`config.mk`:
```
export PLATFORM = sky130hd
export DESIGN_NAME = tick_tally_timer
export DESIGN_NICKNAME = d
export VERILOG_FILES = /design/src/rtl/tick_tally_pkg.sv /design/src/rtl/tt_regs.sv /design/src/rtl/tt_count.sv /design/src/rtl/tt_tally.sv /design/src/rtl/tick_tally_timer.sv
export SDC_FILE = /design/constraint.sdc
export NUM_CORES = 1
export LEC_CHECK = 0
export BUFFER_PORTS_ARGS = -buffer_cell sky130_fd_sc_hd__clkbuf_2
export CAP_MARGIN = 20
export CORE_MARGIN = 4
export CORE_UTILIZATION = 59
export CTS_BUF_LIST = sky130_fd_sc_hd__clkbuf_4
export CTS_CLUSTER_SIZE = 20
export DETAILED_ROUTE_END_ITERATION = 12
export PLACE_DENSITY = 0.78
export REMOVE_ABC_BUFFERS = 1
export SLEW_MARGIN = 20
export SYNTH_ARGS = -nofsm -noshare
export SYNTH_HDL_FRONTEND = slang
export SYNTH_SLANG_ARGS = --single-unit
```
`constraint.sdc`:
```
create_clock -name clk_i -period 3.15 [get_ports clk_i]
set_input_delay 0.1575 -clock clk_i [delete_from_list [all_inputs] [get_ports clk_i]]
set_output_delay 0.1575 -clock clk_i [all_outputs]
set_load 0.005 [all_outputs]
```
`src/rtl/tick_tally_pkg.sv`:
```
package tick_tally_pkg;

   typedef enum logic [1:0] {
      SEL_COUNT   = 2'd0,
      SEL_COMPARE = 2'd1,
      SEL_CTRL    = 2'd2,
      SEL_NONE    = 2'd3
   } reg_sel_e;

   localparam int CTRL_RUN_BIT   = 1;
   localparam int CTRL_ZERO_BIT  = 2;
   localparam int CTRL_CLR_BIT   = 3;
   localparam int CTRL_TALLY_LSB = 4;

endpackage

```
`src/rtl/tt_regs.sv`:
```
module tt_regs
   import tick_tally_pkg::*;
#(
   parameter int DATA_W  = 32,
   parameter int CNT_W   = 32,
   parameter int TALLY_W = 4
) (
   input  logic               clk_i,
   input  logic               rst_ni,
   input  logic [1:0]         addr_i,
   input  logic [DATA_W-1:0]  wdata_i,
   input  logic               we_i,
   input  logic [CNT_W-1:0]   cnt_i,
   input  logic [TALLY_W-1:0] tally_i,
   output logic               cnt_we_o,
   output logic [CNT_W-1:0]   cnt_wdata_o,
   output logic [CNT_W-1:0]   cmp_o,
   output logic               run_o,
   output logic               zero_o,
   output logic               tally_clr_o,
   output logic [DATA_W-1:0]  rdata_o
);

   localparam int CTRL_TOP = CTRL_TALLY_LSB + TALLY_W;

   if (CNT_W > DATA_W) begin : g_bad_cnt_w
      $error("tt_regs: CNT_W must not exceed DATA_W");
   end
   if (CTRL_TOP > DATA_W) begin : g_bad_tally_w
      $error("tt_regs: tally field does not fit the data word");
   end

   reg_sel_e sel;
   logic     ctrl_we;
   logic     cmp_we;

   assign sel         = reg_sel_e'(addr_i);
   assign cnt_we_o    = we_i && (sel == SEL_COUNT);
   assign cmp_we      = we_i && (sel == SEL_COMPARE);
   assign ctrl_we     = we_i && (sel == SEL_CTRL);
   assign cnt_wdata_o = wdata_i[CNT_W-1:0];
   assign tally_clr_o = ctrl_we && wdata_i[CTRL_CLR_BIT];

   always_ff @(posedge clk_i) begin
      if (!rst_ni) begin
         cmp_o  <= '0;
         run_o  <= 1'b0;
         zero_o <= 1'b0;
      end else begin
         if (cmp_we) begin
            cmp_o <= wdata_i[CNT_W-1:0];
         end
         if (ctrl_we) begin
            run_o  <= wdata_i[CTRL_RUN_BIT];
            zero_o <= wdata_i[CTRL_ZERO_BIT];
         end
      end
   end

   always_comb begin
      rdata_o = '0;
      unique case (sel)
         SEL_COUNT:   rdata_o[CNT_W-1:0] = cnt_i;
         SEL_COMPARE: rdata_o[CNT_W-1:0] = cmp_o;
         SEL_CTRL: begin
            rdata_o[CTRL_TALLY_LSB +: TALLY_W] = tally_i;
            rdata_o[CTRL_ZERO_BIT]             = zero_o;
            rdata_o[CTRL_RUN_BIT]              = run_o;
         end
         default:     rdata_o = '0;
      endcase
   end

   // compare holds the written value
   a_r9_cmp_write : assert property (@(posedge clk_i) disable iff (!rst_ni)
      cmp_we |=> (cmp_o == $past(wdata_i[CNT_W-1:0])));

   // control bit 3 never reads as one
   a_r8_clr_reads_zero : assert property (@(posedge clk_i) disable iff (!rst_ni)
      (sel == SEL_CTRL) |-> !rdata_o[CTRL_CLR_BIT] && !rdata_o[0]);

endmodule

```
`src/rtl/tt_count.sv`:
```
module tt_count #(
   parameter int CNT_W   = 32,
   parameter bit IRQ_REG = 1'b1
) (
   input  logic             clk_i,
   input  logic             rst_ni,
   input  logic             tick_i,
   input  logic             run_i,
   input  logic             zero_i,
   input  logic             wr_en_i,
   input  logic [CNT_W-1:0] wr_data_i,
   input  logic [CNT_W-1:0] cmp_i,
   output logic [CNT_W-1:0] cnt_o,
   output logic             match_o,
   output logic             irq_o
);

   if (CNT_W < 2) begin : g_bad_w
      $error("tt_count: CNT_W must be at least 2");
   end

   logic advance;

   assign advance = run_i && tick_i;
   assign match_o = advance && (cnt_o == cmp_i);

   always_ff @(posedge clk_i) begin
      if (!rst_ni) begin
         cnt_o <= '0;
      end else if (wr_en_i) begin
         cnt_o <= wr_data_i;
      end else if (advance) begin
         cnt_o <= (match_o && zero_i) ? '0 : cnt_o + 1'b1;
      end
   end

   if (IRQ_REG) begin : g_irq_reg
      logic irq_q;
      always_ff @(posedge clk_i) begin
         if (!rst_ni) irq_q <= 1'b0;
         else         irq_q <= match_o;
      end
      assign irq_o = irq_q;

      // one pulse per match, none otherwise
      a_r5_irq_follows_match : assert property (@(posedge clk_i) disable iff (!rst_ni)
         match_o |=> irq_o);
      a_r5_irq_quiet : assert property (@(posedge clk_i) disable iff (!rst_ni)
         !match_o |=> !irq_o);
   end else begin : g_irq_comb
      assign irq_o = match_o;
   end

   // no tick or not running means the counter holds
   a_r2_hold : assert property (@(posedge clk_i) disable iff (!rst_ni)
      (!advance && !wr_en_i) |=> $stable(cnt_o));

   // zero-on-match reloads zero
   a_r3_zero_on_match : assert property (@(posedge clk_i) disable iff (!rst_ni)
      (match_o && zero_i && !wr_en_i) |=> (cnt_o == '0));

   // without zero-on-match the counter keeps stepping
   a_r4_step : assert property (@(posedge clk_i) disable iff (!rst_ni)
      (advance && !zero_i && !wr_en_i) |=> (cnt_o == $past(cnt_o) + 1'b1));

   // a write wins over any count activity
   a_r9_write_wins : assert property (@(posedge clk_i) disable iff (!rst_ni)
      wr_en_i |=> (cnt_o == $past(wr_data_i)));

endmodule

```
`src/rtl/tt_tally.sv`:
```
module tt_tally #(
   parameter int TALLY_W = 4
) (
   input  logic               clk_i,
   input  logic               rst_ni,
   input  logic               inc_i,
   input  logic               clr_i,
   output logic [TALLY_W-1:0] tally_o
);

   if (TALLY_W < 1) begin : g_bad_w
      $error("tt_tally: TALLY_W must be at least 1");
   end

   always_ff @(posedge clk_i) begin
      if (!rst_ni)     tally_o <= '0;
      else if (clr_i)  tally_o <= '0;
      else if (inc_i)  tally_o <= tally_o + 1'b1;
   end

   // increment and wrap
   a_r6_tally_step : assert property (@(posedge clk_i) disable iff (!rst_ni)
      (inc_i && !clr_i) |=> (tally_o == $past(tally_o) + 1'b1));

   // clear wins
   a_r7_clear_wins : assert property (@(posedge clk_i) disable iff (!rst_ni)
      clr_i |=> (tally_o == '0));

   // no change without an interrupt
   a_r6_tally_hold : assert property (@(posedge clk_i) disable iff (!rst_ni)
      (!inc_i && !clr_i) |=> $stable(tally_o));

endmodule

```
`src/rtl/tick_tally_timer.sv`:
```
module tick_tally_timer #(
   parameter int DATA_W  = 32,
   parameter int CNT_W   = 32,
   parameter int TALLY_W = 4,
   parameter bit IRQ_REG = 1'b1
) (
   input  logic              clk_i,
   input  logic              rst_ni,
   input  logic              tick_en_i,
   input  logic [1:0]        bus_addr_i,
   input  logic [DATA_W-1:0] bus_wdata_i,
   input  logic              bus_we_i,
   output logic [DATA_W-1:0] bus_rdata_o,
   output logic              irq_o
);

   logic [CNT_W-1:0]   cnt;
   logic [CNT_W-1:0]   cnt_wdata;
   logic [CNT_W-1:0]   cmp;
   logic [TALLY_W-1:0] tally;
   logic               cnt_we;
   logic               run;
   logic               zero;
   logic               tally_clr;
   logic               match;

   tt_regs #(
      .DATA_W  (DATA_W),
      .CNT_W   (CNT_W),
      .TALLY_W (TALLY_W)
   ) regs_i (
      .clk_i       (clk_i),
      .rst_ni      (rst_ni),
      .addr_i      (bus_addr_i),
      .wdata_i     (bus_wdata_i),
      .we_i        (bus_we_i),
      .cnt_i       (cnt),
      .tally_i     (tally),
      .cnt_we_o    (cnt_we),
      .cnt_wdata_o (cnt_wdata),
      .cmp_o       (cmp),
      .run_o       (run),
      .zero_o      (zero),
      .tally_clr_o (tally_clr),
      .rdata_o     (bus_rdata_o)
   );

   tt_count #(
      .CNT_W   (CNT_W),
      .IRQ_REG (IRQ_REG)
   ) count_i (
      .clk_i     (clk_i),
      .rst_ni    (rst_ni),
      .tick_i    (tick_en_i),
      .run_i     (run),
      .zero_i    (zero),
      .wr_en_i   (cnt_we),
      .wr_data_i (cnt_wdata),
      .cmp_i     (cmp),
      .cnt_o     (cnt),
      .match_o   (match),
      .irq_o     (irq_o)
   );

   tt_tally #(
      .TALLY_W (TALLY_W)
   ) tally_i (
      .clk_i   (clk_i),
      .rst_ni  (rst_ni),
      .inc_i   (match),
      .clr_i   (tally_clr),
      .tally_o (tally)
   );

endmodule

```
Yosys cells after proc, flatten, opt, wreduce, memory -nomap -nowiden
Index checks and enable logic that the tools add are counted.
{ "op_classes": {"n_addsub": 2, "eq_ne": 3, "mux": 8, "n_bitwise": 1, "n_reduce_logical": 10} }
{ "op_table": {"columns": ["operator", "n"], "rows": [
  ["32-bit two-way mux", 3],
  ["24-bit one-hot mux with 2 select lines", 1],
  ["32-bit by 1-bit adder with 32-bit output (second input constant)", 1],
  ["32-bit == test", 1],
  ["4-bit one-hot mux with 3 select lines", 1],
  ["1-bit logical AND", 7],
  ["2-bit one-hot mux with 3 select lines", 1],
  ["4-bit by 1-bit adder with 4-bit output (second input constant)", 1],
  ["1-bit one-hot mux with 2 select lines", 2],
  ["2-bit by 1-bit == test with 1-bit output (second input constant)", 1],
  ["2-bit == test (second input constant)", 1],
  ["2-bit logical NOT", 1],
  ["2-bit nonzero test", 1],
  ["2-bit OR reduction", 1],
  ["1-bit NOT", 1]
]} }
{ "totals": {"regBits": 71, "input_bits": 38, "elab_cells": 30} }

Depth between registers and ports, before layout
{ "logic_depth": {"depth_word": 6, "depth_mapped": 9, "mapped_depth_nobuf": 7} }

Hierarchy
From an unflattened synthesis, not the netlist that was laid out.
{ "hier_totals": {"cells_unflattened": 601, "hier_area_um2": 4933.5} }
{ "by_module_without_submodules": {"columns": ["mod", "instances", "cells_per_inst", "area_each_um2", "seq_area_each_um2"], "rows": [
  ["tt_count", 1, 329, 2585.0, 660.6],
  ["tt_regs", 1, 255, 2167.1, 680.7],
  ["tt_tally", 1, 17, 181.4, 80.1]
]} }

Worst setup path after synthesis
OpenSTA, ideal clock, no wires.
{ "synth_path": {"path_kind": "reg2reg", "from": "register count_i.cnt_o[0]", "to": "register count_i.cnt_o[18]", "setup_time_ps": 58, "t_arrival_ps": 2372, "required_ps": 3092, "slack_ps": 720, "stages_incl_launch_ff": 9, "period_less_slack_ps": 2430, "cell_sequence": "dfxtp_1 > ha_1 > nand3_4 > or4_4 > buf_6 > or2_4 > or4_4 > a211oi_2 > o21a_1"} }
{ "synth_between": {"elab_chain_cells": 6, "elab_cells_between_ends": 7} }
{ "synth_rtl": {"columns": ["item", "line_no", "text"], "rows": [
  ["start, declared", "tt_count.sv:13", "output logic [CNT_W-1:0] cnt_o,"],
  ["start signal, assigned", "tt_count.sv:31", "cnt_o <= wr_data_i;"],
  ["start signal, assigned", "tt_count.sv:33", "cnt_o <= (match_o && zero_i) ? '0 : cnt_o + 1'b1;"],
  ["branches (longest 3 deep; another with 32-bit by 1-bit adder with 32-bit output)", null, null],
  ["32-bit two-way mux (*)", "tt_count.sv:33", null],
  ["32-bit two-way mux (*)", "tt_count.sv:32", "end else if (advance) begin"],
  ["32-bit two-way mux (*)", "tt_count.sv:30", "end else if (wr_en_i) begin"]
]} }
Every way passes the cells marked *. The select of a mux whose other input is x is not followed.
A chain may end at the register's enable or synchronous reset.

Worst setup path in the final report
Ends and elaborated chain as after synthesis.

==> flow_summary.html <==
<table>
<tr><th>Metric</th><th>Value</th></tr>
<tr><th colspan="2">STA</th></tr>
<tr><td>Worst clock skew on the final layout</td><td>0.0129 ns</td></tr>
<tr><td>Unrepaired setup endpoints after global routing</td><td>no</td></tr>
<tr><td>Setup TNS Final</td><td>0 ns</td></tr>
<tr><td>Min cycle time layout</td><td>2.62 ns</td></tr>
<tr><td>Slew at the pin closest to its max-slew limit</td><td>0.690 ns</td></tr>
<tr><td>Remaining max-slew budget at the tightest pin</td><td>53.9%</td></tr>
<tr><td>Share of the clock period used by the worst path</td><td>83.3%</td></tr>
<tr><td>Hold violation count in the final report</td><td>0</td></tr>
<tr><td>Count of pins over their slew limit</td><td>0</td></tr>
<tr><td>Achievable clock frequency</td><td>381 MHz</td></tr>
<tr><td>Setup violators final</td><td>0</td></tr>
<tr><th colspan="2">Synth</th></tr>
<tr><td>Proportion of netlist area held by the largest area contributor</td><td>30.3%</td></tr>
<tr><td>Sequential-to-total area share from yosys stat</td><td>30.3%</td></tr>
<tr><td>Synthesis-stage register bit count</td><td>71</td></tr>
<tr><td>Post-synthesis xor/xnor area fraction</td><td>6.73%</td></tr>
<tr><td>Number of flops mapped to enable cells by yosys</td><td>0</td></tr>
<tr><td>Cell type with the highest aggregate area in the netlist</td><td>sky130_fd_sc_hd__dfxtp_1</td></tr>
<tr><td>Yosys synthesis warning count</td><td>0</td></tr>
<tr><td>Commonest cells post-synth</td><td>sky130_fd_sc_hd__nand2_1 (93), sky130_fd_sc_hd__nor2_1 (79), sky130_fd_sc_hd__dfxtp_1 (71)</td></tr>
<tr><td>Post-synthesis mux area share</td><td>9.64%</td></tr>
<tr><td>Area share of fa/ha/maj cells after synthesis</td><td>0.534%</td></tr>
<tr><td>Cell types occupying the most area after synthesis</td><td>sky130_fd_sc_hd__dfxtp_1 (30%), sky130_fd_sc_hd__mux2i_1 (9.4%), sky130_fd_sc_hd__nand2_1 (7.5%), sky130_fd_sc_hd__a21oi_1 (6.7%), sky130_fd_sc_hd__nor2_1 (6.3%)</td></tr>
<tr><td>Post-synth cell types</td><td>52</td></tr>
<tr><td>Cell area after technology mapping</td><td>4680 sq um</td></tr>
<tr><td>Synthesized instance count</td><td>639</td></tr>
<tr><td>Average size of a mapped cell</td><td>7.33 sq um</td></tr>
<tr><td>Fraction of the mapped netlist area in compound gates</td><td>16.1%</td></tr>
<tr><td>Post-Synth Simple-Gate Area</td><td>30.4%</td></tr>
<tr><td>Async SR Flop Fraction</td><td>0%</td></tr>
<tr><td>Flip-flop cell with the highest count after synthesis</td><td>sky130_fd_sc_hd__dfxtp_1</td></tr>
<tr><td>Dominant combinational cell family by area after synthesis</td><td>simple AND/OR/NAND/NOR gates</td></tr>
<tr><td>Most repeated cell in the gate-level netlist after synthesis</td><td>sky130_fd_sc_hd__nand2_1</td></tr>
<tr><th colspan="2">Clock network</th></tr>
<tr><td>Sink count of the clock tree</td><td>71</td></tr>
<tr><td>Total of cells resized after clock tree synthesis</td><td>0</td></tr>
<tr><td>Total CTS buffers</td><td>9</td></tr>
<tr><td>CTS HTree Levels</td><td>3</td></tr>
<tr><td>Clock edge transition at the registers on the reported setup and hold paths</td><td>0.12 ns</td></tr>
<tr><td>Post-CTS Hold Fix Bufs</td><td>32</td></tr>
<tr><td>CTS root buf</td><td>sky130_fd_sc_hd__clkbuf_4</td></tr>
<tr><td>Clock buffer depth</td><td>2</td></tr>
<tr><td>Post-CTS Setup Inserts</td><td>0</td></tr>
<tr><td>TritonCTS clock tree</td><td>built</td></tr>
<tr><td>Clock latency of the later-clocked register in the worst-skew pair</td><td>0.44 ns</td></tr>
<tr><th colspan="2">Placed design</th></tr>
<tr><td>Number of I/O port buffers</td><td>70</td></tr>
<tr><td>Placed standard-cell area</td><td>5020 sq um</td></tr>
<tr><td>Routability-driven placement congestion ratio</td><td>0.938</td></tr>
<tr><td>Post-detail-place hpwl</td><td>9.48 mm</td></tr>
<tr><th colspan="2">Setup path</th></tr>
<tr><td>Data required time of the critical path</td><td>3.53 ns</td></tr>
<tr><td>R2R depth</td><td>7</td></tr>
<tr><td>Crit path capture</td><td>count_i.cnt_o[18]$_SDFFE_PN0P_</td></tr>
<tr><td>Flop2flop setup slack</td><td>0.53 ns</td></tr>
<tr><td>Largest stage delay on the critical path</td><td>0.62 ns</td></tr>
<tr><td>Worst setup startpoint</td><td>count_i.cnt_o[0]$_SDFFE_PN0P_</td></tr>
<tr><td>Critical path type</td><td>reg -&gt; reg</td></tr>
<tr><td>Worst Setup End Kind</td><td>register</td></tr>
<tr><td>Cells traversed along the worst timing path</td><td>ha_1 -&gt; nand3_4 -&gt; or4_4 -&gt; or2_4 -&gt; or4_4 -&gt; a211oi_2 -&gt; o21a_1</td></tr>
<tr><td>Arrival @ worst endpoint</td><td>3.00 ns</td></tr>
<tr><td>Worst r2r src</td><td>count_i.cnt_o[0]$_SDFFE_PN0P_</td></tr>
<tr><td>Reg2Reg Capture Point</td><td>count_i.cnt_o[18]$_SDFFE_PN0P_</td></tr>
<tr><td>Crit-path max FO</td><td>10</td></tr>
<tr><td>Critical path launch point type</td><td>register</td></tr>
<tr><td>Cell with the most instances on the worst path</td><td>sky130_fd_sc_hd__or4_4</td></tr>
<tr><td>Critical-path cell with the highest stage delay</td><td>sky130_fd_sc_hd__or4_4</td></tr>
<tr><th colspan="2">Final layout</th></tr>
<tr><td>Combined area of the multi-input logic cells</td><td>2980 sq um</td></tr>
<tr><td>Layout Cell Area excl Fill</td><td>5500 sq um</td></tr>
<tr><td>Share of post-route cells with drive strength above 1</td><td>16.1%</td></tr>
<tr><td>Antenna diodes</td><td>0</td></tr>
<tr><td>Sequential standard cell area</td><td>1420 sq um</td></tr>
<tr><td># fillers</td><td>640</td></tr>
<tr><td>Nets</td><td>748</td></tr>
<tr><td>Post-synthesis to final-layout area growth</td><td>17.4%</td></tr>
<tr><th colspan="2">Power</th></tr>
<tr><td>Static Leak</td><td>2.20 nW</td></tr>
<tr><td>Areal power density over the cells</td><td>393 nW/um^2</td></tr>
<tr><td>Final Total Pwr</td><td>0.00216 W</td></tr>
<tr><td>Maximum resistive drop on vdd</td><td>0.231 mV</td></tr>
<tr><th colspan="2">Floorplanning</th></tr>
<tr><td>Die Y-Extent</td><td>97.1 um</td></tr>
<tr><td>Die outline area</td><td>9430 sq um</td></tr>
<tr><td>Floorplan row count</td><td>32</td></tr>
<tr><td>Die boundary width</td><td>97.1 um</td></tr>
<tr><td>Boundary pin count</td><td>71</td></tr>
<tr><td>Initial cell density of the core</td><td>60.6%</td></tr>
<tr><td>Placeable core area</td><td>7730 sq um</td></tr>
<tr><th colspan="2">Global routing</th></tr>
<tr><td>Total congestion overflow after global routing</td><td>0</td></tr>
<tr><td>Vias in the first global route</td><td>4694</td></tr>
<tr><td>Initial antenna violation count</td><td>0</td></tr>
<tr><td>Wire length of the first global-routing pass</td><td>23.4 mm</td></tr>
<tr><td>Total global routing track utilization</td><td>29.9%</td></tr>
<tr><td>Largest net degree at the start of global routing</td><td>47</td></tr>
<tr><th colspan="2">Hold path</th></tr>
<tr><td>Class of the worst hold path</td><td>in -&gt; reg</td></tr>
<tr><th colspan="2">Routing</th></tr>
<tr><td>Number of design-rule violations left by the first detailed-router iteration</td><td>455</td></tr>
<tr><td>Post-Route WL</td><td>14.1 mm</td></tr>
<tr><td>Avg WL per Cell</td><td>17.3 um</td></tr>
<tr><td>Antenna-violating nets left</td><td>0</td></tr>
<tr><td>First-pass DRT Iterations</td><td>7</td></tr>
<tr><td>Via count normalized by instance count</td><td>6.05</td></tr>
<tr><td>Number of vias after detailed routing</td><td>4933</td></tr>
<tr><td>Post-detailed-route DRC marker count</td><td>0</td></tr>
<tr><th colspan="2">Flow run</th></tr>
<tr><td>Max-cap violations</td><td>0</td></tr>
<tr><th colspan="2">Run status</th></tr>
<tr><td>Outcome</td><td>finished, final reports clean</td></tr>
</table>
flip-flops by register name (all words and copies together) (netlist names):
signal and cells:
regs_i.cmp_o 32, tally_i.tally_o 4, regs_i.run_o 1, count_i.irq_o 1
count_i.cnt_o 32, regs_i.zero_o 1
layout make-up:
| type | instances | share of cell area [%] |
|---|---|---|
| well taps | 102 | 2.32 |
| inverters | 8 | 0.546 |
| flip-flops and latches | 71 | 25.8 |
| multi-input cells | 501 | 54.1 |
| clock buffers | 12 | 1.64 |
| repair buffers | 117 | 14.2 |
| clock inverters | 4 | 1.27 |
layout by cell type, fill, tap and decap left out, types with 3 or more instances in the layout:
cell / count
sky130_fd_sc_hd__nor3b_1: 3
sky130_fd_sc_hd__nor4_1: 9
sky130_fd_sc_hd__and4_1: 7
sky130_fd_sc_hd__mux2i_1: 44
sky130_fd_sc_hd__a22o_1: 3
sky130_fd_sc_hd__nor2b_1: 7
sky130_fd_sc_hd__o311ai_0: 5
sky130_fd_sc_hd__xnor2_1: 33
sky130_fd_sc_hd__nand4_1: 17
sky130_fd_sc_hd__nor3_1: 28
sky130_fd_sc_hd__buf_4: 15
sky130_fd_sc_hd__dlygate4sd3_1: 32
sky130_fd_sc_hd__o21a_1: 20
sky130_fd_sc_hd__clkbuf_4: 12
sky130_fd_sc_hd__or3_1: 4
sky130_fd_sc_hd__dfxtp_1: 71
sky130_fd_sc_hd__nand2_1: 93
sky130_fd_sc_hd__xor2_1: 3
sky130_fd_sc_hd__and2_1: 7
sky130_fd_sc_hd__o31a_1: 3
sky130_fd_sc_hd__o21ai_0: 15
sky130_fd_sc_hd__a21oi_1: 63
sky130_fd_sc_hd__clkbuf_2: 70
sky130_fd_sc_hd__and3_1: 9
sky130_fd_sc_hd__nor2_1: 79
sky130_fd_sc_hd__nand3_1: 17
sky130_fd_sc_hd__inv_1: 6
worst min-delay path by stage:
stage                    startpoint  cells after the start                             to
finish                     bus_we_i                      4      regs_i.run_o$_SDFFE_PN0P_
detailed placement  bus_wdata_i[13]                      3  regs_i.cmp_o[13]$_SDFFE_PN0P_
global placement     bus_wdata_i[9]                      3   regs_i.cmp_o[9]$_SDFFE_PN0P_
floorplan                    rst_ni                      1  count_i.cnt_o[0]$_SDFFE_PN0P_
global route               bus_we_i                      4      regs_i.run_o$_SDFFE_PN0P_
CTS                        bus_we_i                      4      regs_i.run_o$_SDFFE_PN0P_
kinds of logic after synthesis:
family | Yosys count
AOI/OAI and AO/OA | 123
xor gates and xnor gates | 36
adders and majority gates | 2
buffers and inverters | 67
DFF | 71
muxes | 45
and+or+nand+nor | 295
through the flow:
step	utilization [%]	setup WS, ns	hold slack (ns)	instances
after detailed placement	64.9	0.573	0.404	767
after floorplan	-	-0.900	0.275	580
after global routing	71.2	0.338	0.205	815
after CTS	71.2	0.521	0.216	815
after global placement	64.9	0.657	0.396	767
final	71.2	0.526	0.230	815
power by group:
part	switching, W	total, W	leakage, nW	internal, W
Sequential	0.0000926	0.00104	0.580	0.000950
Combinational	0.000234	0.000443	1.53	0.000209
Clock	0.000332	0.000678	0.0913	0.000347
worst max-delay path: cells and delay by family, from the launching register on:
family                   cells  cell delay (ns)
AND/OR/NAND/NOR              4             1.44
flip-flops                   1             0.47
AO/OA/AOI/OAI                2             0.35
adder cells (fa/ha/maj)      1             0.31
routing by layer:
layer  track usage, %  up-vias  part of all wire [%]
met1             38.6     2295                    41
met3             4.74       38                   8.2
li1                 -     2365                     -
met2             49.8      235                    48
met4             12.2        0                   2.6
met5                0        -                     0
Note: power is estimated with default switching activity, not from simulation.
